## src/rtl/lcd_seq_pkg.sv

```systemverilog
package lcd_seq_pkg;
    localparam int LCD_DATA_W  = 8;
    localparam int LCD_WORD_W  = 16;
    localparam int EN_POS      = 8;
    localparam int RW_POS      = 9;
    localparam int RS_POS      = 10;
    localparam int NUM_WORDS   = 3;
    localparam int PHASE_W     = $clog2(NUM_WORDS);

    typedef enum logic [1:0] {
        ST_IDLE,
        ST_SEND,
        ST_WAIT,
        ST_GAP
    } seq_state_e;
endpackage

```

## src/rtl/lcd_word_fmt.sv

```systemverilog
module lcd_word_fmt
    import lcd_seq_pkg::*;
#(
    parameter int DATA_W = LCD_DATA_W,
    parameter int WORD_W = LCD_WORD_W
) (
    input  logic [PHASE_W-1:0] phase,
    input  logic               is_data,
    input  logic [DATA_W-1:0]  value,
    output logic [WORD_W-1:0]  word
);
    localparam int LOW_W = RS_POS + 1;

    logic [LOW_W-1:0] low_part;

    always_comb begin
        low_part               = '0;
        low_part[DATA_W-1:0]   = value;
        // enable high on even phases, low on odd: gives high-low-high
        low_part[EN_POS]       = ~phase[0];
        low_part[RW_POS]       = 1'b0;
        low_part[RS_POS]       = is_data;
    end

    generate
        if (WORD_W > LOW_W) begin : g_pad
            assign word = {{(WORD_W-LOW_W){1'b0}}, low_part};
        end else begin : g_exact
            assign word = low_part[WORD_W-1:0];
        end
    endgenerate
endmodule

```

## src/rtl/lcd_gap_timer.sv

```systemverilog
module lcd_gap_timer #(
    parameter int GAP_W = 12
) (
    input  logic             clk,
    input  logic             rst_n,
    input  logic             load,
    input  logic [GAP_W-1:0] load_val,
    output logic             expire
);
    logic [GAP_W-1:0] cnt_d, cnt_q;

    always_comb begin
        cnt_d = cnt_q;
        if (load) begin
            cnt_d = load_val;
        end else if (cnt_q != '0) begin
            cnt_d = cnt_q - 1'b1;
        end
    end

    always_ff @(posedge clk) begin
        if (!rst_n) begin
            cnt_q <= '0;
        end else begin
            cnt_q <= cnt_d;
        end
    end

    assign expire = (cnt_q == GAP_W'(1));
endmodule

```

## src/rtl/lcd_strobe_seq.sv

```systemverilog
module lcd_strobe_seq
    import lcd_seq_pkg::*;
#(
    parameter int DATA_W = LCD_DATA_W,
    parameter int WORD_W = LCD_WORD_W,
    parameter int GAP_W  = 12
) (
    input  logic              clk,
    input  logic              rst_n,
    input  logic              req_valid,
    output logic              req_ready,
    input  logic              req_is_data,
    input  logic [DATA_W-1:0] req_value,
    input  logic [GAP_W-1:0]  gap_cycles,
    output logic              spi_valid,
    input  logic              spi_ready,
    output logic [WORD_W-1:0] spi_word,
    input  logic              spi_done,
    output logic              busy,
    output logic              done
);
    localparam logic [PHASE_W-1:0] LAST_PHASE = PHASE_W'(NUM_WORDS - 1);

    typedef struct packed {
        seq_state_e         st;
        logic [PHASE_W-1:0] phase;
        logic               is_data;
        logic [DATA_W-1:0]  value;
        logic [GAP_W-1:0]   gap;
        logic               done;
    } ctrl_t;

    ctrl_t ctrl_d, ctrl_q;
    logic  tmr_load;
    logic  tmr_expire;

    always_comb begin
        ctrl_d      = ctrl_q;
        ctrl_d.done = 1'b0;
        tmr_load    = 1'b0;
        unique case (ctrl_q.st)
            ST_IDLE: begin
                if (req_valid) begin
                    ctrl_d.st      = ST_SEND;
                    ctrl_d.phase   = '0;
                    ctrl_d.is_data = req_is_data;
                    ctrl_d.value   = req_value;
                    ctrl_d.gap     = gap_cycles;
                end
            end
            ST_SEND: begin
                if (spi_ready) begin
                    ctrl_d.st = ST_WAIT;
                end
            end
            ST_WAIT: begin
                if (spi_done) begin
                    if (ctrl_q.phase == LAST_PHASE) begin
                        if (ctrl_q.gap == '0) begin
                            ctrl_d.st   = ST_IDLE;
                            ctrl_d.done = 1'b1;
                        end else begin
                            ctrl_d.st = ST_GAP;
                            tmr_load  = 1'b1;
                        end
                    end else begin
                        ctrl_d.phase = ctrl_q.phase + 1'b1;
                        ctrl_d.st    = ST_SEND;
                    end
                end
            end
            ST_GAP: begin
                if (tmr_expire) begin
                    ctrl_d.st   = ST_IDLE;
                    ctrl_d.done = 1'b1;
                end
            end
            default: ctrl_d.st = ST_IDLE;
        endcase
    end

    always_ff @(posedge clk) begin
        if (!rst_n) begin
            ctrl_q <= '{st: ST_IDLE, phase: '0, is_data: 1'b0,
                        value: '0, gap: '0, done: 1'b0};
        end else begin
            ctrl_q <= ctrl_d;
        end
    end

    lcd_gap_timer #(.GAP_W(GAP_W)) gap_tmr_i (
        .clk      (clk),
        .rst_n    (rst_n),
        .load     (tmr_load),
        .load_val (ctrl_q.gap),
        .expire   (tmr_expire)
    );

    lcd_word_fmt #(.DATA_W(DATA_W), .WORD_W(WORD_W)) fmt_i (
        .phase   (ctrl_q.phase),
        .is_data (ctrl_q.is_data),
        .value   (ctrl_q.value),
        .word    (spi_word)
    );

    assign req_ready = (ctrl_q.st == ST_IDLE);
    assign busy      = (ctrl_q.st != ST_IDLE);
    assign spi_valid = (ctrl_q.st == ST_SEND);
    assign done      = ctrl_q.done;
endmodule

```

## config.mk

```make
export PLATFORM = sky130hd
export DESIGN_NAME = lcd_strobe_seq
export DESIGN_NICKNAME = d
export VERILOG_FILES = /design/src/rtl/lcd_seq_pkg.sv /design/src/rtl/lcd_word_fmt.sv /design/src/rtl/lcd_gap_timer.sv /design/src/rtl/lcd_strobe_seq.sv
export SDC_FILE = /design/constraint.sdc
export NUM_CORES = 1
export LEC_CHECK = 0
export BUFFER_PORTS_ARGS = -buffer_cell sky130_fd_sc_hd__buf_2
export CAP_MARGIN = 10
export CORE_ASPECT_RATIO = 1.2
export CORE_MARGIN = 2
export CORE_UTILIZATION = 48
export CTS_CLUSTER_DIAMETER = 60
export DETAILED_ROUTE_END_ITERATION = 10
export PLACE_DENSITY = 0.82
export SLEW_MARGIN = 15
export SYNTH_ARGS = -nofsm -noshare
export SYNTH_HDL_FRONTEND = slang
export SYNTH_SLANG_ARGS = --single-unit
```

## constraint.sdc

```tcl
create_clock -name clk -period 1.7 [get_ports clk]
set_input_delay 0.34 -clock clk [delete_from_list [all_inputs] [get_ports clk]]
set_output_delay 0.34 -clock clk [all_outputs]
set_load 0.02 [all_outputs]
```

==> run_results.csv <==
group,metric,value,unit
critical_path,cp-end-kind,"flip-flop",
clocking,clockBufferDepth,2,
sta,hold_viol_final,0,
grt,grt_max_degree,30,
layout,final_layout_size_suffix_gt1_share,28.67,%
floorplanning,num_io_pins,46,
critical_path,crit_end,"gap_tmr_i.cnt_q[10]",
floorplanning,rows,25,
route,met1_length,1884,µm
grt,grt_overflow_total,0,
critical_path,cp.required,1.93,ns
grt,antenna_found_initial,0,
route,detail_route.wl_per_cell,12.77,µm
yosys,syn_area_per_cell,8.002,µm²
layout,area_growth,19.95,%
place,dp_hpwl,2980,µm
critical_path,timing.rr.start,"gap_tmr_i.cnt_q[1]",
flow_run,drv_cap,0,
critical_path,crit_arrival,1.86,ns
clocking,cts_tree,"built",
layout,fin_nets,315,
critical_path,cp-startpoint,"gap_tmr_i.cnt_q[1]",
layout,seqCellArea,760.7,µm²
pwr,p_total,0.003424,W
sta,drv_slew,0,
layout,multi_input_area,1046,µm²
route,drc_errors,0,
clocking,cts_buffers,5,
clocking,clk_pin_slew,0.08,ns
yosys,synth.yosys.seq_area_share,39.12,%
sta,setup_slack,0.07615,ns
yosys,synth_top_family_by_area,"simple AND/OR/NAND/NOR gates",
floorplanning,core,3910,µm²
layout,post-route-util,59.65,%
pwr,power_leakage,1.017,nW
floorplanning,die-area,4578,µm²
clocking,h-tree-depth,2,
sta,fmax,0.6158,GHz
route,vias,1792,
route,drtPass1Iterations,4,
grt,grt_pass1_wl,6796,µm
clocking,worstSkewPairLatency,0.30,ns
yosys,yosysWarnings,0,
yosys,synth_cell_type_count,41,
critical_path,reg2reg_depth,6,
route,routed_via_density,5.271,
grt,track_usage,18.70,%
critical_path,path_cells,"inv_2, ha_2, nor3b_4, nand4b_1, or3_2, a31oi_1",
route,routed.top_layer,"met4",
yosys,synthXorXnorAreaFrac,2.703,%
layout,n_antenna_cell,0,
yosys,synthAdderAreaFrac,2.574,%
critical_path,reg2reg_slack,0.08,ns
clocking,root_buffer,"clkbuf_8",
status,status,"finished clean",
route,detail-route-antenna-nets,0,
floorplanning,dieHeight,73.72,µm
critical_path,reg2reg_to,"gap_tmr_i.cnt_q[10]",
clocking,postCtsHoldBufs,0,
sta,tns,0,ns
route,drt_iter0_drc,76,
place,pre_cts_ws,0.03612,ns
critical_path,crit_path_top_delay_cell,"or3_2",
yosys,synth_area,1944,µm²
grt,grt_pass1_vias,1584,
clocking,cts_sinks,38,
sta,fin_crit,1.624,ns
yosys,synth_compound_area_share,16.22,%
route,wl_met2,2141,µm
route,wl_met3,265,µm
sta,skew,0.008335,ns
min_path,hold_path_class,"primary input to flip-flop",
yosys,synthCells,243,
floorplanning,die_width,62.10,µm
critical_path,path_max_fanout,4,
pwr,peakVddDrop,0.7630,mV
place,portBuffers,39,
yosys,synthMuxAreaShare,2.317,%
sta,finalSetupViolations,0,
critical_path,cp-start-kind,"flip-flop",
pwr,power_density,1468,nW/µm²
critical_path,worstSetupPathType,"flip-flop to flip-flop",
place,gp_congestion,0.7812,
layout,fillCellCount,353,
floorplanning,initial_core_util,49.73,%
critical_path,critPathMaxStageDelay,0.42,ns
route,postRouteWirelength,4342,µm
yosys,synthSimpleGateAreaFrac,26.96,%
yosys,synth_seq_cells,38,
sta,fin_crit_sh,95.52,%
sta,grt_setup_unrepaired,"no",
[critical path, delay by kind of cell (launching register included)]
| kind | cells | cell delay, ns |
|---|---|---|
| adder cells (fa/ha/maj) | 1 | 0.19 |
| AO/OA/AOI/OAI | 1 | 0.16 |
| AND/OR/NAND/NOR | 3 | 0.78 |
| buffers and inverters | 1 | 0.10 |
| flip-flops | 1 | 0.34 |
[what timing repair did]
| item | in CTS | in global routing |
|---|---|---|
| gates resized for setup | 0 | 6 |
| buffers inserted | 0 | 2 |
| setup endpoints to repair | 0 | 5 |
[state kept, by name, indices dropped and copies added, names as in the netlist]
| register | flops |
|---|---|
| ctrl_q | 25 |
| gap_tmr_i.cnt_q | 12 |
| done | 1 |
[logic make-up (layout without fill, tap and decap cells)]
group | Yosys count | count (layout)
other cells | 1 | 6
flops | 38 | 38
xor+xnor | 6 | 6
fa+ha+maj | 4 | 4
simple gates | 103 | 103
mux | 4 | 4
compound gates | 53 | 54
buf+inv | 34 | 71
[cell type report]
cell class / instances / share of cell area (%)
Multi-Input combinational cell: 177 / 44.85
Tap cell: 54 / 2.897
Sequential cell: 38 / 32.62
Timing Repair Buffer: 56 / 13.84
Inverter: 7 / 1.127
Clock inverter: 3 / 1.717
Clock buffer: 5 / 2.951
[layer usage]
metal,up-vias,global-route usage (%)
met2,54,33.94
met5,-,0
met3,5,4.594
met4,0,6.667
met1,833,21.67
li1,900,-
[layout by cell type (no fill, tap or decap), types with 2 or more instances in the layout]
| cell type | n |
|---|---|
| xor2_1 | 3 |
| nor3_1 | 2 |
| buf_4 | 17 |
| mux2i_1 | 3 |
| a31oi_1 | 3 |
| xnor2_1 | 3 |
| conb_1 | 6 |
| nor2b_1 | 3 |
| nand2b_1 | 3 |
| nand3_1 | 8 |
| a31o_2 | 4 |
| o21ai_0 | 7 |
| ha_1 | 3 |
| nor2_1 | 10 |
| inv_1 | 6 |
| nand2_1 | 57 |
| nand4_1 | 2 |
| clkinv_2 | 2 |
| nand4b_1 | 2 |
| clkbuf_8 | 5 |
| nor4_2 | 2 |
| nor4_1 | 3 |
| dfxtp_1 | 38 |
| a21oi_1 | 31 |
| buf_2 | 39 |
| and3_1 | 3 |
[stage by stage]
stage | area (µm²) | std cells | hold slack (ns)
after floorplan | 1963 | 248 | 0.4367
after global placement | 2172 | 329 | 0.4388
after detailed placement | 2172 | 329 | 0.4432
after CTS | 2281 | 337 | 0.2698
after global routing | 2332 | 340 | 0.2816
final | 2332 | 340 | 0.2758
[cell usage after synthesis (all sizes together)]
cell type	count	area share [%]
a211o	1	0.51
a21oi	31	8.0
a221oi	1	0.45
a311oi	1	0.45
a31o	4	1.8
a31oi	4	1.3
a32oi	1	0.45
and3	3	0.97
buf	17	6.6
clkbuf	10	1.9
conb	1	0.19
dfxtp	38	39
ha	4	2.6
inv	7	1.4
mux2	1	0.77
mux2i	3	1.5
nand2	57	11
nand2b	3	0.97
nand3	8	2.1
nand3b	1	0.39
nand4	3	1.7
nand4b	2	0.90
nor2	10	1.9
nor2b	3	0.97
nor3	3	1.4
nor3b	2	1.0
nor4	5	1.6
nor4b	1	1.2
o21ai	7	1.8
o22a	1	0.45
o22ai	1	0.64
o31ai	1	0.39
or3	1	0.39
or4	1	0.45
xnor2	3	1.4
xor2	3	1.4
[how the worst min path moves through the flow]
| stage | from | end | cells past startpoint | slack (ns) |
|---|---|---|---|---|
| global placement | ctrl_q[18] | ctrl_q[18] | 2 | 0.44 |
| global route | req_value[2] | ctrl_q[15] | 3 | 0.28 |
| CTS | req_value[6] | ctrl_q[19] | 3 | 0.27 |
| detailed placement | ctrl_q[19] | ctrl_q[19] | 2 | 0.44 |
| floorplan | ctrl_q[13] | ctrl_q[13] | 2 | 0.44 |
| finish | gap_cycles[7] | ctrl_q[8] | 3 | 0.28 |
[report_power, final]
group	switching [W]	internal (W)
registers	0.000181	0.00104
logic	0.000731	0.000712
clock network	0.000324	0.000432
total	0.00124	0.00219
(Power assumes the default switching activity.)
